### src/rtl/cfgp_pkg.sv
package cfgp_pkg;

    localparam int GAIN_W = 10;
    localparam int OFS_W  = 8;
    localparam int TIME_W = 11;
    localparam int ROI_W  = 3;

    typedef enum logic [3:0] {
        K_TMODE, K_BIN, K_GAIN, K_OFS, K_SHUT, K_DLY, K_ABL, K_COLOR,
        K_MODE, K_ROI, K_TMONO, K_TRED, K_TGRN, K_TBLU, K_SPECIAL, K_NONE
    } key_e;

    typedef struct packed {
        logic [1:0]        tmode;
        logic [1:0]        bin;
        logic [GAIN_W-1:0] gain;
        logic [OFS_W-1:0]  ofs;
        logic [1:0]        shut;
        logic [1:0]        dly;
        logic              abl;
        logic              color;
        logic [1:0]        mode;
        logic [ROI_W-1:0]  roi;
        logic [TIME_W-1:0] t_mono;
        logic [TIME_W-1:0] t_red;
        logic [TIME_W-1:0] t_grn;
        logic [TIME_W-1:0] t_blu;
    } cfg_t;

    function automatic key_e decode_key(input logic [7:0] c);
        case (c)
            "T":     return K_TMODE;
            "B":     return K_BIN;
            "G":     return K_GAIN;
            "O":     return K_OFS;
            "S":     return K_SHUT;
            "D":     return K_DLY;
            "A":     return K_ABL;
            "C":     return K_COLOR;
            "M":     return K_MODE;
            "F":     return K_ROI;
            "I":     return K_TMONO;
            "J":     return K_TRED;
            "K":     return K_TGRN;
            "L":     return K_TBLU;
            "!":     return K_SPECIAL;
            default: return K_NONE;
        endcase
    endfunction

    function automatic logic in_range(input key_e k, input logic [15:0] v);
        case (k)
            K_TMODE, K_BIN, K_SHUT, K_MODE: return v <= 16'd2;
            K_DLY:                          return v <= 16'd3;
            K_ABL, K_COLOR:                 return v <= 16'd1;
            K_ROI, K_SPECIAL:               return v <= 16'd5;
            K_OFS:                          return v <= 16'd255;
            K_GAIN:                         return v <= 16'd928;
            K_TMONO, K_TRED, K_TGRN, K_TBLU: return (v >= 16'd1) && (v <= 16'd2000);
            default:                        return 1'b0;
        endcase
    endfunction

    function automatic cfg_t factory_cfg();
        cfg_t c;
        c.tmode  = 2'd0;
        c.bin    = 2'd0;
        c.gain   = GAIN_W'(173);
        c.ofs    = OFS_W'(16);
        c.shut   = 2'd1;
        c.dly    = 2'd2;
        c.abl    = 1'b0;
        c.color  = 1'b0;
        c.mode   = 2'd0;
        c.roi    = '0;
        c.t_mono = TIME_W'(100);
        c.t_red  = TIME_W'(100);
        c.t_grn  = TIME_W'(100);
        c.t_blu  = TIME_W'(100);
        return c;
    endfunction

endpackage

### src/rtl/cfgp_parser.sv
module cfgp_parser
    import cfgp_pkg::*;
#(
    parameter int ACC_W = 12
) (
    input  logic             clk,
    input  logic             rst_n,
    input  logic             rx_valid,
    input  logic [7:0]       rx_byte,
    output logic             wr_en,
    output key_e             wr_key,
    output logic [ACC_W-1:0] wr_val,
    output logic             restore,
    output logic             ok,
    output logic             err,
    output logic             store_req,
    output logic             query_req,
    output logic [1:0]       query_sel
);
    localparam logic [7:0] CH_CR = 8'd13;
    localparam logic [7:0] CH_EQ = 8'h3D;
    localparam int EXT_W = ACC_W + 4;
    localparam logic [EXT_W-1:0] ACC_MAX = EXT_W'((2 ** ACC_W) - 1);

    typedef enum logic [2:0] {S_IDLE, S_EQ, S_FIRST, S_DIGITS, S_SKIP} st_e;

    st_e              state, state_n;
    key_e             key_q, key_n;
    logic [ACC_W-1:0] acc_q, acc_n;

    logic             wr_en_n, restore_n, ok_n, err_n, store_n, query_n;
    logic [1:0]       qsel_n;

    logic             is_cr, is_digit;
    logic [3:0]       digit;
    logic [EXT_W-1:0] acc_ext, acc_next_ext;
    logic [15:0]      acc16;

    assign is_cr        = (rx_byte == CH_CR);
    assign is_digit     = (rx_byte >= "0") && (rx_byte <= "9");
    assign digit        = rx_byte[3:0];
    assign acc_ext      = EXT_W'(acc_q);
    assign acc_next_ext = (acc_ext << 3) + (acc_ext << 1) + EXT_W'(digit);
    assign acc16        = 16'(acc_q);

    // state register
    always_ff @(posedge clk) begin
        if (!rst_n) begin
            state <= S_IDLE;
            key_q <= K_NONE;
            acc_q <= '0;
        end else begin
            state <= state_n;
            key_q <= key_n;
            acc_q <= acc_n;
        end
    end

    // next state and next outputs
    always_comb begin
        state_n   = state;
        key_n     = key_q;
        acc_n     = acc_q;
        wr_en_n   = 1'b0;
        restore_n = 1'b0;
        ok_n      = 1'b0;
        err_n     = 1'b0;
        store_n   = 1'b0;
        query_n   = 1'b0;
        qsel_n    = 2'd0;
        if (rx_valid) begin
            unique case (state)
                S_IDLE: begin
                    if (!is_cr) begin
                        key_n   = decode_key(rx_byte);
                        state_n = (decode_key(rx_byte) == K_NONE) ? S_SKIP : S_EQ;
                    end
                end
                S_EQ: begin
                    if (is_cr) begin
                        err_n   = 1'b1;
                        state_n = S_IDLE;
                    end else begin
                        state_n = (rx_byte == CH_EQ) ? S_FIRST : S_SKIP;
                    end
                end
                S_FIRST: begin
                    if (is_cr) begin
                        err_n   = 1'b1;
                        state_n = S_IDLE;
                    end else if (is_digit) begin
                        acc_n   = ACC_W'(digit);
                        state_n = S_DIGITS;
                    end else begin
                        state_n = S_SKIP;
                    end
                end
                S_DIGITS: begin
                    if (is_digit) begin
                        acc_n = (acc_next_ext > ACC_MAX) ? ACC_MAX[ACC_W-1:0]
                                                         : acc_next_ext[ACC_W-1:0];
                    end else if (is_cr) begin
                        state_n = S_IDLE;
                        if (in_range(key_q, acc16)) begin
                            ok_n = 1'b1;
                            if (key_q == K_SPECIAL) begin
                                restore_n = (acc16 == 16'd5);
                                store_n   = (acc16 == 16'd4);
                                query_n   = (acc16 <= 16'd3);
                                qsel_n    = acc_q[1:0];
                            end else begin
                                wr_en_n = 1'b1;
                            end
                        end else begin
                            err_n = 1'b1;
                        end
                    end else begin
                        state_n = S_SKIP;
                    end
                end
                S_SKIP: begin
                    if (is_cr) begin
                        err_n   = 1'b1;
                        state_n = S_IDLE;
                    end
                end
            endcase
        end
    end

    // output register
    always_ff @(posedge clk) begin
        if (!rst_n) begin
            wr_en     <= 1'b0;
            wr_key    <= K_NONE;
            wr_val    <= '0;
            restore   <= 1'b0;
            ok        <= 1'b0;
            err       <= 1'b0;
            store_req <= 1'b0;
            query_req <= 1'b0;
            query_sel <= 2'd0;
        end else begin
            wr_en     <= wr_en_n;
            wr_key    <= key_q;
            wr_val    <= acc_q;
            restore   <= restore_n;
            ok        <= ok_n;
            err       <= err_n;
            store_req <= store_n;
            query_req <= query_n;
            query_sel <= qsel_n;
        end
    end

    // accept and reject are exclusive
    a_r9_ok_err_exclusive: assert property (@(posedge clk) disable iff (!rst_n)
        !(ok && err));
    // an accept follows a taken CR
    a_r1_ok_after_cr: assert property (@(posedge clk) disable iff (!rst_n)
        ok |-> $past(rx_valid && (rx_byte == CH_CR)));
    // a reject follows a taken CR
    a_r2_err_after_cr: assert property (@(posedge clk) disable iff (!rst_n)
        err |-> $past(rx_valid && (rx_byte == CH_CR)));
    // at most one special action per command, each with an accept
    a_r8_special_onehot: assert property (@(posedge clk) disable iff (!rst_n)
        $onehot0({restore, store_req, query_req}) &&
        ((restore || store_req || query_req) -> ok));
    // only in-range values reach the bank
    a_r3_write_in_range: assert property (@(posedge clk) disable iff (!rst_n)
        wr_en |-> (wr_val <= ACC_W'(2000)) && (wr_key != K_SPECIAL) && ok);

endmodule

### src/rtl/cfgp_bank.sv
module cfgp_bank
    import cfgp_pkg::*;
#(
    parameter int ACC_W = 12
) (
    input  logic             clk,
    input  logic             rst_n,
    input  logic             wr_en,
    input  key_e             wr_key,
    input  logic [ACC_W-1:0] wr_val,
    input  logic             restore,
    input  logic             apply,
    output cfg_t             active_o
);
    cfg_t shadow;

    always_ff @(posedge clk) begin
        if (!rst_n) begin
            shadow <= factory_cfg();
        end else if (restore) begin
            shadow <= factory_cfg();
        end else if (wr_en) begin
            unique case (wr_key)
                K_TMODE: shadow.tmode  <= wr_val[1:0];
                K_BIN:   shadow.bin    <= wr_val[1:0];
                K_GAIN:  shadow.gain   <= wr_val[GAIN_W-1:0];
                K_OFS:   shadow.ofs    <= wr_val[OFS_W-1:0];
                K_SHUT:  shadow.shut   <= wr_val[1:0];
                K_DLY:   shadow.dly    <= wr_val[1:0];
                K_ABL:   shadow.abl    <= wr_val[0];
                K_COLOR: shadow.color  <= wr_val[0];
                K_MODE:  shadow.mode   <= wr_val[1:0];
                K_ROI:   shadow.roi    <= wr_val[ROI_W-1:0];
                K_TMONO: shadow.t_mono <= wr_val[TIME_W-1:0];
                K_TRED:  shadow.t_red  <= wr_val[TIME_W-1:0];
                K_TGRN:  shadow.t_grn  <= wr_val[TIME_W-1:0];
                K_TBLU:  shadow.t_blu  <= wr_val[TIME_W-1:0];
                default: ;
            endcase
        end
    end

    always_ff @(posedge clk) begin
        if (!rst_n)     active_o <= factory_cfg();
        else if (apply) active_o <= shadow;
    end

    // with no write or restore the shadow bank holds
    a_r2_shadow_hold: assert property (@(posedge clk) disable iff (!rst_n)
        (!wr_en && !restore) |=> $stable(shadow));
    // active bank moves only on apply
    a_r6_active_hold: assert property (@(posedge clk) disable iff (!rst_n)
        !apply |=> $stable(active_o));
    // apply copies the shadow as it stood at the edge
    a_r6_apply_copy: assert property (@(posedge clk) disable iff (!rst_n)
        apply |=> (active_o == $past(shadow)));
    // stored gain and exposure stay in range
    a_r3_shadow_bounds: assert property (@(posedge clk) disable iff (!rst_n)
        (shadow.gain <= GAIN_W'(928)) && (shadow.t_mono != '0) && (shadow.t_blu != '0));

endmodule

### src/rtl/cfg_cmd_parser.sv
module cfg_cmd_parser
    import cfgp_pkg::*;
#(
    parameter int ACC_W = 12
) (
    input  logic              clk,
    input  logic              rst_n,
    input  logic              rx_valid,
    input  logic [7:0]        rx_byte,
    input  logic              apply_pulse,
    output logic              cmd_ok,
    output logic              cmd_err,
    output logic              store_req,
    output logic              query_req,
    output logic [1:0]        query_sel,
    output logic [1:0]        cur_tmode,
    output logic [1:0]        cur_bin,
    output logic [GAIN_W-1:0] cur_gain,
    output logic [OFS_W-1:0]  cur_ofs,
    output logic [1:0]        cur_shut,
    output logic [1:0]        cur_dly,
    output logic              cur_abl,
    output logic              cur_color,
    output logic [1:0]        cur_mode,
    output logic [ROI_W-1:0]  cur_roi,
    output logic [TIME_W-1:0] cur_t_mono,
    output logic [TIME_W-1:0] cur_t_red,
    output logic [TIME_W-1:0] cur_t_grn,
    output logic [TIME_W-1:0] cur_t_blu
);
    logic             wr_en, restore;
    key_e             wr_key;
    logic [ACC_W-1:0] wr_val;
    cfg_t             act;

    cfgp_parser #(.ACC_W(ACC_W)) u_parser (
        .clk       (clk),
        .rst_n     (rst_n),
        .rx_valid  (rx_valid),
        .rx_byte   (rx_byte),
        .wr_en     (wr_en),
        .wr_key    (wr_key),
        .wr_val    (wr_val),
        .restore   (restore),
        .ok        (cmd_ok),
        .err       (cmd_err),
        .store_req (store_req),
        .query_req (query_req),
        .query_sel (query_sel)
    );

    cfgp_bank #(.ACC_W(ACC_W)) u_bank (
        .clk      (clk),
        .rst_n    (rst_n),
        .wr_en    (wr_en),
        .wr_key   (wr_key),
        .wr_val   (wr_val),
        .restore  (restore),
        .apply    (apply_pulse),
        .active_o (act)
    );

    assign cur_tmode  = act.tmode;
    assign cur_bin    = act.bin;
    assign cur_gain   = act.gain;
    assign cur_ofs    = act.ofs;
    assign cur_shut   = act.shut;
    assign cur_dly    = act.dly;
    assign cur_abl    = act.abl;
    assign cur_color  = act.color;
    assign cur_mode   = act.mode;
    assign cur_roi    = act.roi;
    assign cur_t_mono = act.t_mono;
    assign cur_t_red  = act.t_red;
    assign cur_t_grn  = act.t_grn;
    assign cur_t_blu  = act.t_blu;

endmodule

### config.mk
export PLATFORM = sky130hd
export DESIGN_NAME = cfg_cmd_parser
export DESIGN_NICKNAME = d
export VERILOG_FILES = /design/src/rtl/cfgp_pkg.sv /design/src/rtl/cfgp_parser.sv /design/src/rtl/cfgp_bank.sv /design/src/rtl/cfg_cmd_parser.sv
export SDC_FILE = /design/constraint.sdc
export NUM_CORES = 1
export LEC_CHECK = 0
export ABC_AREA = 1
export ABC_CLOCK_PERIOD_IN_PS = 2900
export BUFFER_PORTS_ARGS = -buffer_cell sky130_fd_sc_hd__buf_2
export CAP_MARGIN = 10
export CORE_ASPECT_RATIO = 0.7
export CORE_UTILIZATION = 58
export CTS_BUF_LIST = sky130_fd_sc_hd__clkbuf_16
export DETAILED_ROUTE_END_ITERATION = 8
export HOLD_SLACK_MARGIN = 0.05
export PLACE_DENSITY = 0.86
export REMOVE_ABC_BUFFERS = 1
export SYNTH_ARGS = -nofsm -noshare
export SYNTH_HDL_FRONTEND = slang
export SYNTH_SLANG_ARGS = --single-unit
### constraint.sdc
create_clock -name clk -period 2.9 [get_ports clk]
set_clock_uncertainty 0.15 [all_clocks]
set_input_delay 0.145 -clock clk [delete_from_list [all_inputs] [get_ports clk]]
set_output_delay 0.145 -clock clk [all_outputs]
set_load 0.05 [all_outputs]
==> results of run 1 <==
## worst min-delay path by stage
stage                                     startpoint  cells past startpoint                               end
floorplan                                      rst_n                      1     u_parser.wr_key[0]$_SDFF_PN1_
global placement    u_bank.active_o[39]$_SDFFE_PN1P_                      2  u_bank.active_o[39]$_SDFFE_PN1P_
detailed placement  u_bank.active_o[39]$_SDFFE_PN1P_                      2  u_bank.active_o[39]$_SDFFE_PN1P_
CTS                                       rx_byte[6]                      7    u_parser.state[2]$_SDFFE_PN0P_
global route                              rx_byte[5]                      3    u_parser.key_q[3]$_SDFFE_PN1P_
finish                                    rx_byte[6]                      7    u_parser.state[2]$_SDFFE_PN0P_
## sequential cells by signal, summed over array words and instances, names as in the netlist
name and cells:
u_bank.active_o 77, u_parser.wr_key 4, u_parser.acc_q 12, u_parser.ok 1, u_parser.query_req 1, u_bank.shadow 77, u_parser.query_sel 2, u_parser.restore 1
u_parser.store_req 1, u_parser.key_q 4, u_parser.wr_en 1, u_parser.wr_val 11, u_parser.state 3, u_parser.err 1
## worst reg2reg max path, cell delays in order (launching register included)
cell     delay, ns
dfxtp_2       0.37
inv_1         0.08
fa_1          0.53
fa_2          0.42
inv_1         0.11
nand3_1       0.08
nand3_1       0.11
nand2_1       0.09
nand4_1       0.07
nand2_1       0.09
nor2_4        0.20
nand2_4       0.10
o21ai_1       0.16
nand2_1       0.08
## stage by stage
step | power (mW) | worst slack (ns)
floorplan | 3.22 | -0.0423
global placement | 3.36 | 0.0968
detailed placement | 3.37 | 0.0614
CTS | 5.77 | 0.00716
global route | 5.95 | -0.0264
finish | 5.77 | 0.153
## report_power, final
part           total [mW]  switching (mW)  internal [mW]
Combinational       0.530           0.405          0.125
Clock                2.45            1.02           1.43
Sequential           2.79          0.0388           2.75
## cell type report
| type | instances | area (um^2) |
|---|---|---|
| clock inverters | 15 | 189 |
| flip-flops and latches | 196 | 3930 |
| multi-input cells | 783 | 3830 |
| well taps | 190 | 238 |
| inverters | 111 | 418 |
| fillers | 1141 | 4290 |
| clock buffers | 17 | 425 |
| repair buffers | 115 | 643 |
## layer usage
metal	vias to the layer above	part of all wire, %	GRT usage [%]	wire length [um]
met5	-	0	0	0
met2	329	43	43.5	8890
li1	3853	-	-	-
met3	35	7.1	4.91	1480
met1	3532	48	39.4	9940
met4	0	1.8	10.7	363
## Yosys cell counts (7+ instances only)
cell      count
buf_2        12
nand2_1     216
clkbuf_1     27
nand3_1      59
o21ai_0     135
o211ai_1      7
a21oi_1      72
ha_1         23
nor2_1      205
inv_1       104
dfxtp_1     196
nor3_1        8
## logic make-up after synthesis
logic type / after synthesis / share of synthesized area, %
compound gates: 233 / 15.0
fa+ha+maj: 25 / 3.94
flops: 196 / 47.2
simple gates: 517 / 25.9
buf+inv: 157 / 7.30
xor+xnor: 7 / 0.737
## timing repair
action                                  in CTS  in global routing
endpoints found under the hold margin       12                  0
resized for setup                            0                 18
hold buffers                                 6                  0
endpoints found under the setup margin       0                 12
==> reports/qor.csv, run 1 <==
stage;metric;value;unit
sta;Slew HR;53.5;%
pwr;largest vdd supply drop;0.508;mV
cells_and_area;Design Area, Final;9670;um^2
clock_network;clock tree buffer depth;2;
sta;RSZ-0062 raised after global routing;true;
sta;Final Hold Fails;0;
worst_setup_path;CP max stage cell;fa_1;
sta;Max Slew Vio Count;0;
worst_setup_path;critical path class;flop to flop;
detailed_routing;Total Routed Length;20700;um
floorplanning;I/O pin count;95;
worst_setup_path;crit path max fanout;5;
yosys;Synth Flop Type;dfxtp_1;
global_route;first-pass GRT wire length;33000;um
worst_setup_path;r2r endpoint;u_parser.acc_q[2]$_SDFFE_PN0P_;
sta;Total Neg Setup Slack;0;ns
worst_setup_path;sequence of cells on the critical path;inv_1 > fa_1 > fa_2 > inv_1 > nand3_1 > nand3_1 > nand2_1 > nand4_1 > nand2_1 > nor2_4 > nand2_4 > o21ai_1 > nand2_1;
sta;fmax;364;MHz
worst_setup_path;r2r setup slk;0.15;ns
yosys;Yosys top cell by area;dfxtp_1;
worst_setup_path;Critical Path End Type;flop;
worst_setup_path;Slowest Stage Delay on Critical Path;0.53;ns
floorplanning;# rows;36;
cells_and_area;most frequent cells in the layout;215 x nand2_1, 202 x nor2_1, 195 x dfxtp_1, 126 x o21ai_0, 105 x inv_1;
global_route;Congestion Overflow GR;0;
worst_setup_path;WP buf/inv;2;
cells_and_area;Final nets;1261;
worst_setup_path;Stages on worst setup path;13;
worst_setup_path;worst setup path start;u_parser.acc_q[2]$_SDFFE_PN0P_;
worst_setup_path;Critical Path End;u_parser.acc_q[2]$_SDFFE_PN0P_;
clock_network;clock buffer count from CTS;17;
detailed_routing;Post-route DRC;0;
clock_network;Post-CTS Setup Bufs;0;
floorplanning;Die Ht;102;um
sta;Tmin final;2.75;ns
detailed_routing;via count;7749;
cells_and_area;layout cells sized above 1;14.1;%
sta;Final Cycle Share;94.7;%
worst_setup_path;worst reg2reg path depth;13;
yosys;area share of the largest cell type after synthesis;47.2;%
placed_design;Placement Cell Area;8960;um^2
global_route;initial antenna violation count;0;
clock_network;clock-pin slew on the worst setup and hold paths;0.07;ns
yosys;Syn Inst Count;1135;
worst_setup_path;R2R Path Start;u_parser.acc_q[2]$_SDFFE_PN0P_;
placed_design;Final GP Congestion;0.880;
sta;Worst-Margin Slew;0.697;ns
yosys;async set-reset flop share out of synthesis;0;%
pwr;P_leak;4.75;nW
yosys;number of synthesis warnings;0;
cells_and_area;commonest non-fill, non-tap cell in the layout;nand2_1;
yosys;FF+latch count, synth;196;
outcome;outcome;finished, final reports clean;
yosys;Syn Area/Cell;7.33;um^2
detailed_routing;post-route ant nets;0;
clock_network;clock latency on the worst-skew pair;0.43;ns
global_route;Total GRT Usage;28.0;%
pwr;pwr dens;597;nW/um^2
yosys;Yosys cell types;47;
worst_setup_path;CP required;3.07;ns
yosys;Mapped Area;8320;um^2
floorplanning;core area;14000;um^2
clock_network;Num Clock Sinks;196;
worst_setup_path;Arrival @ worst endpoint;2.92;ns
placed_design;Post-DP HPWL;13800;um
detailed_routing;WL/cell;14.5;um
detailed_routing;via/cell ratio;5.43;
detailed_routing;TritonRoute pass-1 iters;6;
worst_setup_path;CP top delay family;adder cells;
global_route;largest net degree at the start of global routing;80;
sta;Final setup viols;0;
floorplanning;die extent in x;145;um
cells_and_area;area grow syn2layout;16.2;%
clock_network;root buf cell;clkbuf_16;
worst_setup_path;Startpoint Class;flop;
cells_and_area;n_diodes;0;
placed_design;Inst Count DP;1388;
cells_and_area;fin util;69.2;%
placed_design;port bufs;94;
cells_and_area;non-filler cells in the finished layout;1427;
global_route;vias in the first global route;6720;
detailed_routing;DRC violation total after the first TritonRoute iteration;709;
hold_path;min-delay worst type;input port to flop;
floorplanning;die area;14800;um^2
worst_setup_path;CP most frequent cell;nand2_1;
sta;worst hold margin;0.0609;ns
clock_network;H-tree levels;4;
yosys;top cells by area, synth;dfxtp_1 47%, nand2_1 9.7%, nor2_1 9.3%;
yosys;number of synthesized flops with an enable pin;0;
floorplanning;initial core utilization;59.6;%
yosys;Seq/Total Area, Yosys;47.2;%
clock_network;CTS tree;done;
job;max_cap viols;0;
Power figures use the tool's default switching activity.
==> run 2, diff against run 1 <==
--- a/config.mk
+++ b/config.mk
@@ -6,15 +6,15 @@
 export NUM_CORES = 1
 export LEC_CHECK = 0
 export ABC_AREA = 1
-export ABC_CLOCK_PERIOD_IN_PS = 2900
 export BUFFER_PORTS_ARGS = -buffer_cell sky130_fd_sc_hd__buf_2
 export CAP_MARGIN = 10
 export CORE_ASPECT_RATIO = 0.7
-export CORE_UTILIZATION = 58
+export CORE_UTILIZATION = 50
 export CTS_BUF_LIST = sky130_fd_sc_hd__clkbuf_16
+export CTS_CLUSTER_DIAMETER = 50
 export DETAILED_ROUTE_END_ITERATION = 8
 export HOLD_SLACK_MARGIN = 0.05
-export PLACE_DENSITY = 0.86
+export PLACE_DENSITY = 0.77
 export REMOVE_ABC_BUFFERS = 1
 export SYNTH_ARGS = -nofsm -noshare
 export SYNTH_HDL_FRONTEND = slang
==> run 2 against run 1 <==
  * The flow now finishes with violations (DRC)
  * Global-route usage is 4.1 points lower
  * Final cell count is 2.4% higher
  * Die area is 16% higher
  * Cell area is 0.50% higher
  * Wire length is 4.3% lower
  * Sequential power hardly changed
  * Sequential share of layout area is 0.20 points lower
  * Hold slack better by 0.0060 ns
  * Largest cell class unchanged
  * Highest routed layer unchanged
==> reports/qor.csv, run 2 (synthesized netlist as in run 1, its figures left out) <==
stage;metric;value;unit
detailed_routing;WL met3;1320;um
worst_setup_path;r2r endpoint;u_parser.acc_q[7]$_SDFFE_PN0P_;
floorplanning;core area;16300;um^2
sta;Max Slew Vio Count;0;
detailed_routing;Total Routed Length;19800;um
worst_setup_path;CP most frequent cell;nand2_1;
clock_network;CTS tree;done;
cells_and_area;Design Area, Final;9720;um^2
worst_setup_path;r2r setup slk;0.18;ns
clock_network;clock latency on the worst-skew pair;0.42;ns
global_route;Congestion Overflow GR;0;
detailed_routing;DRC violation total after the first TritonRoute iteration;613;
cells_and_area;Final nets;1260;
worst_setup_path;Slowest Stage Delay on Critical Path;0.51;ns
worst_setup_path;crit path max fanout;11;
cells_and_area;n_diodes;0;
cells_and_area;non-filler cells in the finished layout;1461;
pwr;largest vdd supply drop;0.380;mV
cells_and_area;FF+latch area;3930;um^2
pwr;total power;5.81;mW
sta;Final setup viols;0;
cells_and_area;multi-input logic area;3800;um^2
cells_and_area;layout cells sized above 1;13.8;%
sta;Total Neg Setup Slack;0;ns
floorplanning;# rows;39;
hold_path;worst hold endpoint;u_parser.state[2]$_SDFFE_PN0P_;
global_route;first-pass GRT wire length;32500;um
detailed_routing;Top Metal Used;met4;
global_route;largest net degree at the start of global routing;80;
cells_and_area;Top Registers;u_bank.active_o x77, u_bank.shadow x77, u_parser.acc_q x12;
cells_and_area;fin util;59.6;%
floorplanning;initial core utilization;51.0;%
hold_path;Worst Hold Depth;7;
pwr;pwr dens;598;nW/um^2
job;max_cap viols;0;
sta;Slew HR;44.8;%
cells_and_area;commonest non-fill, non-tap cell in the layout;nand2_1;
placed_design;Final GP Congestion;0.922;
floorplanning;die area;17200;um^2
worst_setup_path;CP max stage cell;fa_1;
sta;Tmin final;2.72;ns
detailed_routing;Post-route DRC;2;
outcome;failing checks;DRC;
placed_design;port bufs;94;
hold_path;min-delay worst type;input port to flop;
clock_network;Post-CTS Setup Bufs;0;
worst_setup_path;R2R Path Start;u_parser.acc_q[0]$_SDFFE_PN0P_;
detailed_routing;WL/cell;13.5;um
sta;Final Cycle Share;93.8;%
worst_setup_path;worst reg2reg path depth;13;
sta;Worst-Margin Slew;0.825;ns
detailed_routing;post-route ant nets;0;
detailed_routing;met1 WL;10100;um
sta;fmax;368;MHz
clock_network;clock buffer count from CTS;17;
floorplanning;I/O pin count;95;
clock_network;root buf cell;clkbuf_16;
worst_setup_path;Critical Path End Type;flop;
worst_setup_path;CP top delay family;adder cells;
global_route;Total GRT Usage;23.9;%
placed_design;Post-DP HPWL;13700;um
placed_design;Inst Count DP;1421;
floorplanning;Die Ht;110;um
placed_design;Placement Cell Area;9000;um^2
cells_and_area;most frequent cells in the layout;215 x nand2_1, 203 x nor2_1, 195 x dfxtp_1, 128 x o21ai_0, 103 x inv_1;
detailed_routing;via count;7591;
worst_setup_path;sequence of cells on the critical path;inv_1 > fa_1 > fa_1 > inv_1 > nand3_1 > nand3_1 > nand2_1 > nand4_1 > nand2_1 > nor2_2 > nand2_4 > o21ai_0 > nand2_1;
clock_network;clock tree buffer depth;2;
global_route;vias in the first global route;6735;
floorplanning;die extent in x;156;um
detailed_routing;TritonRoute pass-1 iters;7;
clock_network;H-tree levels;4;
global_route;initial antenna violation count;0;
clock_network;Num Clock Sinks;196;
detailed_routing;met2 wire length;8190;um
cells_and_area;fillers;1533;
cells_and_area;area grow syn2layout;16.8;%
worst_setup_path;WP buf/inv;2;
hold_path;Worst Min Path Start;rx_byte[6];
worst_setup_path;critical path class;flop to flop;
worst_setup_path;Startpoint Class;flop;
outcome;outcome;finished, violations left;
detailed_routing;via/cell ratio;5.20;
worst_setup_path;CP required;3.06;ns
clock_network;clock-pin slew on the worst setup and hold paths;0.07;ns
worst_setup_path;Arrival @ worst endpoint;2.88;ns
sta;Final Hold Fails;0;
pwr;P_leak;4.75;nW
run 2: how the worst max path moves through the flow:
| stage | cells past startpoint | start | slack (ns) | to |
|---|---|---|---|---|
| after global placement | 13 | u_parser.acc_q[2]$_SDFFE_PN0P_ | 0.13 | u_parser.acc_q[5]$_SDFFE_PN0P_ |
| after CTS | 13 | u_parser.acc_q[2]$_SDFFE_PN0P_ | 0.0005 | u_parser.acc_q[9]$_SDFFE_PN0P_ |
| after global routing | 13 | u_parser.acc_q[0]$_SDFFE_PN0P_ | -0.03 | u_parser.acc_q[7]$_SDFFE_PN0P_ |
| final | 13 | u_parser.acc_q[0]$_SDFFE_PN0P_ | 0.18 | u_parser.acc_q[7]$_SDFFE_PN0P_ |
| after floorplan | 3 | u_parser.restore$_SDFF_PP0_ | -0.04 | u_bank.shadow[49]$_SDFFE_PP0P_ |
| after detailed placement | 13 | u_parser.acc_q[2]$_SDFFE_PN0P_ | 0.07 | u_parser.acc_q[2]$_SDFFE_PN0P_ |
run 2: tightest hold or removal path, cell delays in order:
cell and delay, ns:
buf_2 0.09, nor2_1 0.05, nand3_2 0.11, nand2_1 0.06, nand3_1 0.07, nand2_1 0.05
inv_1 0.04
run 2: repair_timing:
action                     in CTS  in global routing
hold buffers                    8                  0
hold endpoints to repair       12                  0
setup endpoints to repair       0                 12
resized for setup               0                 11
run 2: routing by layer:
metal	GRT usage, %	vias up
met1	34.7	3460
met5	0	-
met3	4.45	24
met2	36.2	250
met4	6.58	0
li1	-	3857
run 2: final cells by class:
cell class | count | area share, %
sequential | 196 | 40.4
timing repair buffer | 115 | 6.80
clock buffer | 17 | 4.38
tap | 225 | 2.90
clock inverter | 15 | 2.09
multi-input combinational | 782 | 39.2
inverter | 111 | 4.30
run 2: report_power, final:
| part | internal (mW) | total (mW) | switching [mW] |
|---|---|---|---|
| sequential | 2.75 | 2.79 | 0.0383 |
| combinational | 0.128 | 0.530 | 0.402 |
| clock | 1.46 | 2.49 | 1.03 |
| total | 4.34 | 5.81 | 1.47 |
run 2: metrics by stage:
step | worst slack, ns | hold WS, ns
2_1_floorplan | -0.0423 | 0.0641
3_3_place_gp | 0.126 | 0.283
3_5_place_dp | 0.0677 | 0.289
4_1_cts | 0.000480 | 0.0576
5_1_grt | -0.0343 | 0.0939
6_report | 0.179 | 0.0668
==> run 3, diff against run 2 <==
--- a/config.mk
+++ b/config.mk
@@ -9,9 +9,11 @@
 export BUFFER_PORTS_ARGS = -buffer_cell sky130_fd_sc_hd__buf_2
 export CAP_MARGIN = 10
 export CORE_ASPECT_RATIO = 0.7
+export CORE_MARGIN = 4
 export CORE_UTILIZATION = 50
 export CTS_BUF_LIST = sky130_fd_sc_hd__clkbuf_16
 export CTS_CLUSTER_DIAMETER = 50
+export CTS_CLUSTER_SIZE = 12
 export DETAILED_ROUTE_END_ITERATION = 8
 export HOLD_SLACK_MARGIN = 0.05
 export PLACE_DENSITY = 0.77
==> run 3 against run 2 <==
  * The run now ends clean
  * Wire length grew 3.5%
  * Hold slack gained 0.017 ns
  * Sequential power is essentially flat
  * Die area grew 9.5%
  * Critical endpoint is now u_parser.acc_q[10]$_SDFFE_PN0P_
  * Largest cell class unchanged
  * Largest power group unchanged
==> reports/qor.csv, run 3 (synthesized netlist as in run 1, its figures left out) <==
stage;metric;value;unit
outcome;outcome;finished, final reports clean;
worst_setup_path;CP top delay family;adder cells;
cells_and_area;area grow syn2layout;15.7;%
worst_setup_path;R2R Path Start;u_parser.acc_q[2]$_SDFFE_PN0P_;
cells_and_area;Final nets;1262;
worst_setup_path;Critical Path End Type;flop;
floorplanning;# rows;39;
placed_design;dpl ws;0.0485;ns
clock_network;root buf cell;clkbuf_16;
global_route;initial antenna violation count;0;
worst_setup_path;Slowest Stage Delay on Critical Path;0.53;ns
cells_and_area;fillers;1518;
detailed_routing;WL/cell;14.0;um
pwr;largest vdd supply drop;0.394;mV
floorplanning;core area;16300;um^2
sta;Worst-Margin Slew;1.16;ns
worst_setup_path;Arrival @ worst endpoint;2.93;ns
cells_and_area;commonest non-fill, non-tap cell in the layout;nand2_1;
detailed_routing;Post-route DRC;0;
worst_setup_path;Startpoint Class;input port;
worst_setup_path;CP max stage cell;fa_1;
clock_network;clock buffer count from CTS;17;
floorplanning;Die Ht;116;um
floorplanning;die extent in x;162;um
cells_and_area;Top Registers;u_bank.active_o x77, u_bank.shadow x77, u_parser.acc_q x12;
global_route;Congestion Overflow GR;0;
floorplanning;die area;18800;um^2
placed_design;Post-DP HPWL;14200;um
detailed_routing;Total Routed Length;20500;um
sta;setup slack after layout;0.139;ns
clock_network;clock-pin slew on the worst setup and hold paths;0.07;ns
hold_path;Worst Min Path Start;rx_byte[6];
cells_and_area;layout cells sized above 1;14.1;%
global_route;vias in the first global route;6855;
worst_setup_path;CP required;3.07;ns
global_route;Total GRT Usage;21.7;%
worst_setup_path;crit path max fanout;6;
sta;Slew HR;22.6;%
hold_path;Worst Hold Depth;7;
cells_and_area;n_diodes;0;
global_route;largest net degree at the start of global routing;80;
pwr;P_leak;4.72;nW
sta;fmax;362;MHz
floorplanning;initial core utilization;51.0;%
worst_setup_path;WP buf/inv;4;
sta;Max Slew Vio Count;0;
job;max_cap viols;0;
worst_setup_path;worst reg2reg path depth;13;
cells_and_area;most frequent cells in the layout;214 x nand2_1, 202 x nor2_1, 196 x dfxtp_1, 129 x o21ai_0, 104 x inv_1;
cells_and_area;non-filler cells in the finished layout;1463;
sta;Final Hold Fails;0;
sta;Final setup viols;0;
clock_network;clock latency on the worst-skew pair;0.43;ns
sta;Final Cycle Share;95.2;%
detailed_routing;DRC violation total after the first TritonRoute iteration;794;
worst_setup_path;CP most frequent cell;nand2_1;
detailed_routing;via count;7559;
clock_network;CTS tree;done;
hold_path;min-delay worst type;input port to flop;
clock_network;Post-CTS Setup Bufs;0;
detailed_routing;post-route ant nets;0;
pwr;pwr dens;562;nW/um^2
worst_setup_path;sequence of cells on the critical path;dlygate4sd3_1 > buf_2 > inv_2 > fa_1 > fa_2 > inv_1 > nand3_1 > nand3_1 > nand2_1 > nand4_1 > nand2_1 > nor2_4 > nand2_4 > o21ai_0 > nand2_1;
worst_setup_path;r2r setup slk;0.15;ns
worst_setup_path;r2r endpoint;u_parser.acc_q[10]$_SDFFE_PN0P_;
worst_setup_path;critical path class;input port to flop;
clock_network;clock tree buffer depth;2;
placed_design;Final GP Congestion;0.896;
floorplanning;I/O pin count;95;
detailed_routing;via/cell ratio;5.17;
hold_path;worst hold endpoint;u_parser.state[2]$_SDFFE_PN0P_;
cells_and_area;fin util;59.0;%
placed_design;Inst Count DP;1423;
detailed_routing;TritonRoute pass-1 iters;6;
global_route;first-pass GRT wire length;33500;um
placed_design;port bufs;94;
clock_network;Num Clock Sinks;196;
clock_network;H-tree levels;4;
sta;Tmin final;2.76;ns
pwr;total power;5.41;mW
[run 3: changes by cell type in the layout (fill, tap and decap cells not counted), moves of 2 or more]
cell,change
buf_4,+3
bufinv_16,-4
clkinv_2,+4
inv_8,-2
nand2_2,+2
nor2_4,+2
[run 3: layout make-up]
cell class / count / area, um^2 / area share, %
flip-flops and latches: 196 / 3920 / 40.8
multi-input cells: 783 / 3830 / 39.8
repair buffers: 116 / 653 / 6.79
clock buffers: 17 / 425 / 4.42
inverters: 111 / 418 / 4.34
well taps: 225 / 282 / 2.93
clock inverters: 15 / 91.3 / 0.949
[run 3: metal layers]
layer / track usage, % / wire, um / up-vias
li1: - / - / 3844
met1: 32.1 / 10400 / 3449
met2: 32.0 / 8610 / 244
met3: 5.01 / 1260 / 22
met4: 6.14 / 256 / 0
met5: 0 / 0 / -
[run 3: power by group]
group	switching [mW]	total [mW]	internal [mW]
Sequential	0.0385	2.79	2.76
Combinational	0.404	0.532	0.128
Clock	1.00	2.08	1.08
[run 3: repair_timing]
action                     4_1_cts  5_1_grt
hold buffers                     7        0
hold endpoints to repair        19        0
setup endpoints to repair        0       12
gates resized for setup          0       15
[run 3: through the flow]
step                      cell area, um^2  hold WS (ns)  setup TNS [ns]
after global routing                 9620         0.121         -0.0450
after detailed placement             9000         0.291               0
final                                9620        0.0837               0
after floorplan                      8130        0.0641          -0.236
after CTS                            9590        0.0702               0
after global placement               9000         0.283               0
[run 3: worst max-delay path by stage]
stage | start | depth (start not counted) | to | slack, ns
global placement | u_parser.acc_q[2]$_SDFFE_PN0P_ | 13 | u_parser.acc_q[9]$_SDFFE_PN0P_ | 0.14
global route | rx_byte[3] | 15 | u_parser.acc_q[3]$_SDFFE_PN0P_ | -0.02
floorplan | u_parser.restore$_SDFF_PP0_ | 3 | u_bank.shadow[49]$_SDFFE_PP0P_ | -0.04
detailed placement | u_parser.acc_q[2]$_SDFFE_PN0P_ | 13 | u_parser.acc_q[10]$_SDFFE_PN0P_ | 0.05
CTS | u_parser.acc_q[2]$_SDFFE_PN0P_ | 13 | u_parser.acc_q[10]$_SDFFE_PN0P_ | 0.02
finish | rx_byte[3] | 15 | u_parser.acc_q[10]$_SDFFE_PN0P_ | 0.14
[run 3: worst reg2reg max path, delay by kind of cell, from the launching register on]
family,cells,cell delay (ns)
adders and majority gates,2,0.91
AOI/OAI and AO/OA,1,0.19
DFF,1,0.39
buffers and inverters,2,0.19
and+or+nand+nor,8,0.80
